==> src/rtl/fsp_pkg.sv <==
package fsp_pkg;
   localparam int unsigned FIELD_W     = 8;
   localparam int unsigned RD_FIELD_LO = 0;
   localparam int unsigned WR_FIELD_LO = 8;
   localparam int unsigned STATUS_W    = 32;

   typedef enum logic [1:0] {
      SEQ_HOLD,
      SEQ_STEP,
      SEQ_PARK,
      SEQ_FOLLOW
   } seq_op_e;
endpackage

==> src/rtl/fsp_store_clamp.sv <==
module fsp_store_clamp #(
   parameter int unsigned MAX_STORES = 8,
   parameter int unsigned CNT_W      = 4
) (
   input  logic [7:0]       req_count,
   output logic [CNT_W-1:0] n_eff
);
   always_comb begin
      if (req_count == 8'd0) begin
         n_eff = CNT_W'(1);
      end else if (32'(req_count) > MAX_STORES) begin
         n_eff = CNT_W'(MAX_STORES);
      end else begin
         n_eff = CNT_W'(req_count);
      end
   end
endmodule

==> src/rtl/fsp_lag_calc.sv <==
module fsp_lag_calc #(
   parameter int unsigned IDX_W = 3,
   parameter int unsigned CNT_W = 4
) (
   input  logic [IDX_W-1:0] master_idx,
   input  logic [CNT_W-1:0] n_eff,
   input  logic [7:0]       delay,
   output logic [IDX_W-1:0] target
);
   localparam int unsigned AW = 10;

   logic [AW-1:0] lag;
   logic [AW-1:0] sum;
   logic [AW-1:0] wrapped;

   always_comb begin
      lag     = AW'(delay) % AW'(n_eff);
      sum     = AW'(master_idx) + AW'(n_eff) - lag;
      wrapped = sum % AW'(n_eff);
      target  = wrapped[IDX_W-1:0];
   end
endmodule

==> src/rtl/fsp_idx_seq.sv <==
module fsp_idx_seq
   import fsp_pkg::*;
#(
   parameter int unsigned IDX_W = 3,
   parameter int unsigned CNT_W = 4
) (
   input  logic               clk,
   input  logic               rst_n,
   input  logic               fsync,
   input  logic               circ_en,
   input  logic               follow_en,
   input  logic [FIELD_W-1:0] park_fld,
   input  logic [IDX_W-1:0]   follow_tgt,
   input  logic [CNT_W-1:0]   n_eff,
   output logic [IDX_W-1:0]   idx
);
   seq_op_e          op;
   logic             park_ok;
   logic             wrap;
   logic [IDX_W-1:0] idx_q;
   logic [IDX_W-1:0] idx_d;

   assign park_ok = 32'(park_fld) < 32'(n_eff);
   assign wrap    = (32'(idx_q) + 32'd1) >= 32'(n_eff);

   always_comb begin
      if (!fsync) begin
         op = SEQ_HOLD;
      end else if (follow_en) begin
         op = SEQ_FOLLOW;
      end else if (circ_en) begin
         op = SEQ_STEP;
      end else if (park_ok) begin
         op = SEQ_PARK;
      end else begin
         op = SEQ_HOLD;
      end
   end

   always_comb begin
      unique case (op)
         SEQ_STEP:   idx_d = wrap ? '0 : idx_q + IDX_W'(1);
         SEQ_PARK:   idx_d = park_fld[IDX_W-1:0];
         SEQ_FOLLOW: idx_d = follow_tgt;
         default:    idx_d = idx_q;
      endcase
   end

   always_ff @(posedge clk) begin
      if (!rst_n) begin
         idx_q <= '0;
      end else begin
         idx_q <= idx_d;
      end
   end

   assign idx = idx_q;
endmodule

==> src/rtl/fsp_sequencer.sv <==
module fsp_sequencer
   import fsp_pkg::*;
#(
   parameter int unsigned MAX_STORES  = 8,
   parameter bit          HAS_GENLOCK = 1'b1,
   localparam int unsigned IDX_W = (MAX_STORES > 1) ? $clog2(MAX_STORES) : 1,
   localparam int unsigned CNT_W = $clog2(MAX_STORES + 1)
) (
   input  logic                clk,
   input  logic                rst_n,
   input  logic                fsync_rd,
   input  logic                fsync_wr,
   input  logic [7:0]          store_count,
   input  logic                circ_rd,
   input  logic                circ_wr,
   input  logic [15:0]         park_ptr,
   input  logic                genlock_en,
   input  logic [7:0]          follow_delay,
   output logic [IDX_W-1:0]    rd_idx,
   output logic [IDX_W-1:0]    wr_idx,
   output logic [STATUS_W-1:0] ptr_status
);
   localparam int unsigned NCH = 2;

   if (MAX_STORES < 1 || MAX_STORES > 32) begin : g_bad_cfg
      $error("fsp_sequencer: MAX_STORES must be within 1..32");
   end

   logic [CNT_W-1:0] n_eff;
   logic [NCH-1:0]   fsync_v;
   logic [NCH-1:0]   circ_v;
   logic [NCH-1:0]   follow_v;
   logic [IDX_W-1:0] idx_v [NCH];
   logic [IDX_W-1:0] follow_tgt;

   assign fsync_v = {fsync_wr, fsync_rd};
   assign circ_v  = {circ_wr, circ_rd};

   fsp_store_clamp #(
      .MAX_STORES (MAX_STORES),
      .CNT_W      (CNT_W)
   ) u_clamp (
      .req_count (store_count),
      .n_eff     (n_eff)
   );

   if (HAS_GENLOCK) begin : g_genlock
      fsp_lag_calc #(
         .IDX_W (IDX_W),
         .CNT_W (CNT_W)
      ) u_lag (
         .master_idx (idx_v[1]),
         .n_eff      (n_eff),
         .delay      (follow_delay),
         .target     (follow_tgt)
      );
      assign follow_v = {1'b0, genlock_en};
   end else begin : g_no_genlock
      assign follow_tgt = '0;
      assign follow_v   = '0;
   end

   for (genvar ch = 0; ch < NCH; ch++) begin : g_ch
      localparam int unsigned LO = (ch == 0) ? RD_FIELD_LO : WR_FIELD_LO;
      fsp_idx_seq #(
         .IDX_W (IDX_W),
         .CNT_W (CNT_W)
      ) u_seq (
         .clk        (clk),
         .rst_n      (rst_n),
         .fsync      (fsync_v[ch]),
         .circ_en    (circ_v[ch]),
         .follow_en  (follow_v[ch]),
         .park_fld   (park_ptr[LO +: FIELD_W]),
         .follow_tgt (follow_tgt),
         .n_eff      (n_eff),
         .idx        (idx_v[ch])
      );
   end

   assign rd_idx = idx_v[0];
   assign wr_idx = idx_v[1];

   always_comb begin
      ptr_status = '0;
      ptr_status[RD_FIELD_LO +: FIELD_W] = FIELD_W'(idx_v[0]);
      ptr_status[WR_FIELD_LO +: FIELD_W] = FIELD_W'(idx_v[1]);
   end
endmodule

==> config.mk <==
export PLATFORM = sky130hd
export DESIGN_NAME = fsp_sequencer
export DESIGN_NICKNAME = d
export VERILOG_FILES = /design/src/rtl/fsp_pkg.sv /design/src/rtl/fsp_store_clamp.sv /design/src/rtl/fsp_lag_calc.sv /design/src/rtl/fsp_idx_seq.sv /design/src/rtl/fsp_sequencer.sv
export SDC_FILE = /design/constraint.sdc
export NUM_CORES = 1
export LEC_CHECK = 0
export ABC_AREA = 1
export BUFFER_PORTS_ARGS = -buffer_cell sky130_fd_sc_hd__buf_2
export CAP_MARGIN = 5
export CORE_ASPECT_RATIO = 0.9
export CORE_MARGIN = 2
export CORE_UTILIZATION = 40
export DETAILED_ROUTE_END_ITERATION = 6
export PLACE_DENSITY = 0.57
export SETUP_SLACK_MARGIN = 0.15
export SYNTH_ARGS = -nofsm -noshare
export SYNTH_HDL_FRONTEND = slang
export SYNTH_SLANG_ARGS = --single-unit
==> constraint.sdc <==
create_clock -name clk -period 44.5 [get_ports clk]
set_clock_uncertainty 0.2 [all_clocks]
set_input_delay 0 -clock clk [delete_from_list [all_inputs] [get_ports clk]]
set_output_delay 0 -clock clk [all_outputs]
set_load 0.03 [all_outputs]
==> summary.txt, run 1 <==
Ys Warns: 0
# DRC: 0
TritonCTS Buffers: 3
RSZ-0062 raised after global routing: false
area delta synth->final: 7.70%
Critical Path End: g_ch[0].u_seq.idx[0]
commonest non-fill, non-tap cell in the layout: nand2_1
Ports: 77
critical path startpoint: store_count[7]
DIE AREA: 14900 µm²
Final Hold Vio Count: 0
slew margin rel.: 53.5%
initial core utilization: 41.4%
r2r startpoint: g_ch[1].u_seq.idx[0]
reg-to-reg endpoint: g_ch[0].u_seq.idx[0]
vias in the first global route: 4776
worst skew pair latency: 0.23 ns
largest net degree at the start of global routing: 24
Setup TNS: 0 ns
total wire length: 12.1 mm
worst r2r path cells: 102
row count: 40
Worst setup SP type: primary input
Post-synth EDFFs: 0
most frequent cells in the layout: nand2_1, inv_1, ha_1
Unique masters post-synth: 54
Gate Count Post-Synth: 897
Largest register FFs: 6
Tcrit/Tclk final: 65.4%
nets: 1083
crit-path max FO: 22
diode count: 0
Syn Area/Cell: 6.21 µm²
reg2reg setup slack: 28.32 ns
Vias per Instance: 4.80
layout cell share with drive strength beyond 1: 16.1%
CTS tree: done
critical path class: in2reg
Max clock buf depth: 2
initial antenna violation count: 0
# setup viols final: 0
die boundary height: 116 µm
Core ar.: 13500 µm²
H-tree levels: 1
peak per-stage delay on the critical path: 0.56 ns
filler cell count: 1484
#FFs+latches synth: 6
Final ANT Viol Nets: 0
outcome: finished clean
Synth Cell Area: 5570 µm²
# port buffers: 50
Tmin final: 29.09 ns
async set-reset flop share out of synthesis: 0%
number of post-CTS setup repair buffers: 0
TritonCTS Sinks: 6
drt wl/cell: 10.9 µm
Via Count: 5337
Clock Pin Slew Worst Setup and Hold Paths: 0.03 ns
CP max stage cell: a211oi_1
crit-path most repeated cell: nand2_1
Final HPWL DP: 10.1 mm
Max Clock Freq: 34.4 MHz
first-pass GRT wire length: 21.1 mm
GRT Resource Usage Total: 16.6%
Slew @ Worst Pin: 0.694 ns
Worst Hold Class: in2reg
total grt overflow: 0
Max Slew Vio Count: 0
Initial DRC Count: 224
Max-Cap Viols: 0
CP endpoint kind: register
CP Data Required Time: 44.45 ns
clock root buffer: clkbuf_16
Final GP Congestion: 0.797
Seq/Total Area, Yosys: 2.15%
DRT Pass-1 Iters: 4
WP data arrival: 29.04 ns
Main synth FF type: dfxtp_1
Die X: 128 µm
[metal layers]
layer,wire length [µm],share of wire (%),vias up,global-route usage (%)
met5,0,0,-,0
li1,-,-,2994,-
met1,6540,54,2279,24.2
met4,14,0.12,0,0.733
met2,5230,43,62,28.2
met3,302,2.5,2,1.11
[cell usage after synthesis, types with 6 or more instances]
master / number / area (µm²)
nand2_2: 20 / 125
xnor2_1: 11 / 96.3
buf_4: 32 / 240
nor2_4: 11 / 124
dfxtp_1: 6 / 120
a21o_1: 7 / 52.6
o21ai_1: 10 / 50.1
ha_1: 93 / 1160
inv_2: 8 / 30.0
nand2_4: 6 / 67.6
nor2_1: 60 / 225
o21bai_1: 9 / 67.6
nand2_1: 212 / 796
nand3_1: 63 / 315
inv_1: 122 / 458
o21ai_0: 41 / 205
nand4_1: 20 / 125
or2_2: 9 / 56.3
a21oi_1: 35 / 175
xor2_1: 26 / 228
nand3_2: 21 / 210
nor2_2: 6 / 37.5
[final cells by class]
cell class | instances | area (µm²) | area share [%]
Inverter | 135 | 508 | 8.46
Multi-Input combinational cell | 745 | 4790 | 79.7
Timing Repair Buffer | 56 | 303 | 5.04
Sequential cell | 6 | 120 | 2.00
Tap cell | 168 | 210 | 3.50
Clock buffer | 3 | 75.1 | 1.25
[worst min-delay path by stage]
stage                     start              endpoint  depth (start not counted)
finish              park_ptr[9]  g_ch[1].u_seq.idx[1]                          5
global route        park_ptr[0]  g_ch[0].u_seq.idx[0]                          4
CTS                 park_ptr[9]  g_ch[1].u_seq.idx[1]                          5
detailed placement        rst_n  g_ch[0].u_seq.idx[0]                          3
global placement          rst_n  g_ch[0].u_seq.idx[0]                          3
floorplan                 rst_n  g_ch[0].u_seq.idx[0]                          2
[critical path, delay by kind of cell]
family | cells | cell delay, ns
compound gates | 52 | 9.74
simple gates | 90 | 11.02
buf+inv | 26 | 2.17
fa+ha+maj | 20 | 6.04
[cells by family after synthesis]
family / Yosys count / synth area share (%)
AO/OA/AOI/OAI: 129 / 14.1
adder cells (fa/ha/maj): 97 / 22.3
buffers and inverters: 173 / 13.8
AND/OR/NAND/NOR: 454 / 41.7
other: 1 / 0.0673
flip-flops: 6 / 2.15
XOR/XNOR: 37 / 5.81
[what timing repair did]
action | in CTS | in global routing
endpoints found under the setup margin | 0 | 0
hold endpoints to repair | 6 | 0
hold buffers | 3 | 0
gates resized for setup | 0 | 0
[per-stage QoR]
step | area (µm²) | hold slack, ns | std cells | utilization (%) | worst slack, ns
4_1_cts | 6000 | 0.0141 | 1113 | 44.6 | 15.24
6_report | 6000 | 0.00424 | 1113 | 44.6 | 15.41
2_1_floorplan | 5680 | -0.0616 | 924 | - | 18.68
5_1_grt | 6000 | 0.0468 | 1113 | 44.6 | 11.71
3_5_place_dp | 5900 | 0.0869 | 1107 | 43.8 | 15.15
3_3_place_gp | 5900 | 0.0888 | 1107 | 43.8 | 15.47
Power of run 1 is not shown: default switching activity piles up to over one toggle a cycle in this logic, so the estimate is an artifact.
==> inputs of run 2 (changes only) <==
==> constraint.sdc (replaced) <==
create_clock -name clk -period 28 [get_ports clk]
set_clock_uncertainty 0.2 [all_clocks]
set_input_delay 0 -clock clk [delete_from_list [all_inputs] [get_ports clk]]
set_output_delay 0 -clock clk [all_outputs]
set_load 0.03 [all_outputs]
==> summary.txt, run 2 (synthesis results as in run 1) <==
Tmin final: 25.15 ns
slew margin rel.: 62.9% (+9.4 points)
outcome: finished clean
DRT Pass-1 Iters: 4 (unchanged)
metal1 wirelength: 6.83 mm (+4.4%)
Die X: 128 µm (unchanged)
Max clock buf depth: 2 (unchanged)
Initial DRC Count: 188 (-16%)
filler cell count: 1401 (-5.6%)
TritonCTS Buffers: 3 (unchanged)
drt wl/cell: 11.1 µm (+2.2%)
peak per-stage delay on the critical path: 0.35 ns (-0.21 ns)
clock root buffer: clkbuf_16
initial core utilization: 41.4% (unchanged)
commonest non-fill, non-tap cell in the layout: nand2_1
Max-Cap Viols: 0 (unchanged)
total grt overflow: 0 (unchanged)
Tcrit/Tclk final: 89.8%
area delta synth->final: 15.2%
crit-path most repeated cell: nand2_1
Via Count: 5516 (+3.4%)
Final ANT Viol Nets: 0 (unchanged)
total wire length: 12.7 mm (+5.3%)
diode count: 0 (unchanged)
DIE AREA: 14900 µm² (unchanged)
CP endpoint kind: register
Worst Hold Class: in2reg
most frequent cells in the layout: nand2_1, inv_1, ha_1
Slew @ Worst Pin: 0.552 ns (-0.142 ns)
sequential cell area: 120 µm² (unchanged)
Setup TNS: 0 ns (unchanged)
Worst setup SP type: primary input
initial antenna violation count: 0 (unchanged)
worst r2r path cells: 106 (+3.9%)
Vias per Instance: 4.81 (+0.29%)
Ports: 77 (unchanged)
layout cell share with drive strength beyond 1: 22.1% (+6.0 points)
RSZ-0062 raised after global routing: false
nets: 1117 (+3.1%)
Final Hold Vio Count: 0 (unchanged)
wire length on met2: 5.61 mm (+7.3%)
hold depth: 5 (unchanged)
worst skew pair latency: 0.23 ns (about the same)
highest metal used: met4
vias in the first global route: 4869 (+1.9%)
WP data arrival: 25.06 ns (-3.98 ns)
row count: 40 (unchanged)
hold_ws: 0.0101 ns (+0.00585 ns)
crit-path max FO: 10 (-55%)
critical path class: in2reg
footprint of the multi-input gates: 4950 µm² (+3.5%)
met3 wire len: 274 µm (-9.3%)
Final HPWL DP: 10.3 mm (+1.6%)
# setup viols final: 0 (unchanged)
CP max stage cell: ha_1
largest net degree at the start of global routing: 23 (-4.2%)
Final GP Congestion: 0.812 (+1.9%)
first-pass GRT wire length: 21.6 mm (+2.5%)
Max Clock Freq: 39.8 MHz
Largest register FFs: 6 (unchanged)
Max Slew Vio Count: 0 (unchanged)
die boundary height: 116 µm (unchanged)
Core ar.: 13500 µm² (unchanged)
GRT Resource Usage Total: 17.0% (+0.43 points)
CP Data Required Time: 27.91 ns (-16.54 ns)
# port buffers: 50 (unchanged)
Clock Pin Slew Worst Setup and Hold Paths: 0.03 ns (about the same)
CTS tree: done
# DRC: 0 (unchanged)
H-tree levels: 1 (unchanged)
TritonCTS Sinks: 6 (unchanged)
run 2: changes by cell type in the layout (fill, tap and decap cells not counted), moves of 4 or more:
cell	before	now
buf_4	3	36
o21ai_2	0	7
o21ai_0	41	29
a21oi_4	1	5
nor2_1	60	52
o21ai_1	10	15
nor2_4	11	16
a21oi_2	3	7
a21oi_1	34	26
run 2: layer usage:
| layer | vias to the layer above | track usage [%] |
|---|---|---|
| met3 | 2 | 1.06 |
| met2 | 54 | 28.9 |
| li1 | 3072 | - |
| met5 | - | 0 |
| met1 | 2388 | 24.7 |
| met4 | 0 | 1.17 |
run 2: area by class of cell:
| cell class | count | area share [%] |
|---|---|---|
| Multi-Input combinational cell | 746 | 77.2 |
| Inverter | 135 | 7.91 |
| Timing Repair Buffer | 89 | 8.58 |
| Clock buffer | 3 | 1.17 |
| Sequential cell | 6 | 1.87 |
| Tap cell | 168 | 3.27 |
run 2: worst max-delay path, delay by kind of cell:
family | cells | cell delay, ns
simple gates | 95 | 10.25
buf+inv | 28 | 2.39
compound gates | 52 | 6.68
fa+ha+maj | 20 | 5.67
run 2: final timing paths:
check	slack [ns]	from	endpoint
max reg2reg	13.69	g_ch[1].u_seq.idx[0]	g_ch[0].u_seq.idx[2]
min	0.01	park_ptr[9]	g_ch[1].u_seq.idx[1]
min reg2reg	0.39	g_ch[0].u_seq.idx[1]	g_ch[0].u_seq.idx[1]
max	2.85	store_count[4]	g_ch[0].u_seq.idx[2]
run 2: per-stage QoR:
step                utilization, %  instances  setup WS [ns]  area (µm²)
floorplan                        -        924           2.18        5680
global placement              44.1       1113          0.457        5940
detailed placement            44.1       1113          0.233        5940
CTS                           44.9       1119          0.307        6050
global route                  47.7       1147         0.0579        6420
finish                        47.7       1147           2.85        6420
run 2: timing repair:
action / in CTS / in global routing
buffers inserted: 0 / 27
hold buffers: 3 / 0
gates resized for setup: 0 / 51
endpoints found under the hold margin: 6 / 0
endpoints found under the setup margin: 0 / 3
Power of run 2 is left out for the same reason.
==> inputs of run 3 (changes only) <==
--- a/config.mk
+++ b/config.mk
@@ -8,7 +8,6 @@
 export ABC_AREA = 1
 export BUFFER_PORTS_ARGS = -buffer_cell sky130_fd_sc_hd__buf_2
 export CAP_MARGIN = 5
-export CORE_ASPECT_RATIO = 0.9
 export CORE_MARGIN = 2
 export CORE_UTILIZATION = 40
 export DETAILED_ROUTE_END_ITERATION = 6
==> summary.txt, run 3 (synthesis results as in run 1) <==
commonest non-fill, non-tap cell in the layout: nand2_1
die boundary height: 122 µm (+5.2%)
diode count: 0 (unchanged)
# port buffers: 50 (unchanged)
non-filler cells, final: 1160 (+1.1%)
Worst Hold Class: in2reg
Slew @ Worst Pin: 0.587 ns (+0.0351 ns)
vias in the first global route: 5082 (+4.4%)
worst skew pair latency: 0.23 ns (about the same)
critical path class: in2reg
Tcrit/Tclk final: 89.7% (-0.16 points)
Placed Cells: 1123 (+0.90%)
Max-Cap Viols: 0 (unchanged)
total grt overflow: 0 (unchanged)
outcome: finished clean
Final ANT Viol Nets: 0 (unchanged)
DP Worst Slack: -0.00329 ns (-0.236 ns)
CTS tree: done
Max Clock Freq: 39.8 MHz (+0.17%)
layout cell share with drive strength beyond 1: 22.0% (-0.023 points)
Final Hold Vio Count: 0 (unchanged)
Final HPWL DP: 10.3 mm (-0.22%)
Clock Pin Slew Worst Setup and Hold Paths: 0.04 ns (about the same)
# DRC: 0 (unchanged)
Largest register FFs: 6 (unchanged)
WP data arrival: 25.06 ns (about the same)
first-pass GRT wire length: 21.8 mm (+0.86%)
Initial DRC Count: 137 (-27%)
Final Cell Area: 6440 µm² (+0.41%)
Tmin final: 25.10 ns (-0.0438 ns)
Post-DP Area: 5940 µm² (unchanged)
# setup viols final: 0 (unchanged)
Final GP Congestion: 0.833 (+2.6%)
drt wl/cell: 11.1 µm (-0.34%)
crit-path most repeated cell: nand2_1
initial antenna violation count: 0 (unchanged)
most frequent cells in the layout: nand2_1, inv_1, ha_1
crit-path max FO: 8 (-2)
area delta synth->final: 15.6%
TritonCTS Sinks: 6 (unchanged)
Vias per Instance: 4.84 (+0.74%)
CP max stage cell: ha_1
row count: 43 (+7.5%)
Max Slew Vio Count: 0 (unchanged)
Final WS setup: 2.90 ns (+0.0438 ns)
Crit path buffers/inverters: 28 (unchanged)
slew margin rel.: 60.5% (-2.4 points)
Max clock buf depth: 2 (unchanged)
TritonCTS Buffers: 3 (unchanged)
CP delay by family, top: simple AND/OR/NAND/NOR gates
GRT Resource Usage Total: 17.2% (+0.17 points)
CP endpoint kind: register
DIE AREA: 14900 µm² (about the same)
clock root buffer: clkbuf_16
Ports: 77 (unchanged)
DRT Pass-1 Iters: 6 (+2)
initial core utilization: 40.6% (-0.77 points)
peak per-stage delay on the critical path: 0.33 ns (-0.02 ns)
total wire length: 12.8 mm (+0.79%)
H-tree levels: 1 (unchanged)
nets: 1118 (+0.090%)
Core ar.: 13700 µm² (+1.9%)
Worst setup SP type: primary input
Die X: 122 µm (-5.0%)
largest net degree at the start of global routing: 23 (unchanged)
Via Count: 5620 (+1.9%)
CP Data Required Time: 27.96 ns (+0.05 ns)
-- run 3: what timing repair did --
action / 4_1_cts / 5_1_grt
endpoints found under the setup margin: 3 / 3
cloned: 0 / 1
pin swaps: 0 / 27
gates resized for setup: 1 / 53
hold buffers: 2 / 0
setup buffers: 0 / 31
endpoints found under the hold margin: 6 / 0
-- run 3: layout make-up --
cell class | count | area [µm²]
fillers | 1501 | 7270
inverters | 135 | 508
flip-flops and latches | 6 | 120
repair buffers | 90 | 556
well taps | 180 | 225
clock buffers | 3 | 75.1
multi-input cells | 746 | 4960
-- run 3: tightest hold or removal path, stage by stage --
cell and delay, ns:
buf_2 0.09, a311oi_1 0.08, a211oi_1 0.19
-- run 3: per-layer routing --
layer	part of all wire (%)	global-route usage (%)	up-vias
met5	0	0	-
met1	48	21.8	2473
li1	-	-	3088
met3	1.7	0.983	4
met2	50	32.6	55
met4	0.56	1.94	0
-- run 3: path summary, 6_finish.rpt --
kind | startpoint | cells past startpoint | to | slack [ns]
max reg2reg | g_ch[1].u_seq.idx[0] | 105 | g_ch[0].u_seq.idx[1] | 13.68
max | store_count[7] | 196 | g_ch[0].u_seq.idx[1] | 2.90
min | park_ptr[10] | 3 | g_ch[1].u_seq.idx[2] | 0.0005
min reg2reg | g_ch[0].u_seq.idx[2] | 2 | g_ch[0].u_seq.idx[2] | 0.38
-- run 3: metrics by stage --
step / utilization [%] / hold slack, ns / TNS (ns)
after floorplan: - / -0.0616 / 0
after CTS: 44.0 / 0.0103 / 0
after global routing: 47.0 / 0.0242 / -0.229
after detailed placement: 43.3 / 0.0863 / -0.00520
final: 47.0 / 0.000513 / 0
after global placement: 43.3 / 0.0901 / 0
Power of run 3 is left out for the same reason.
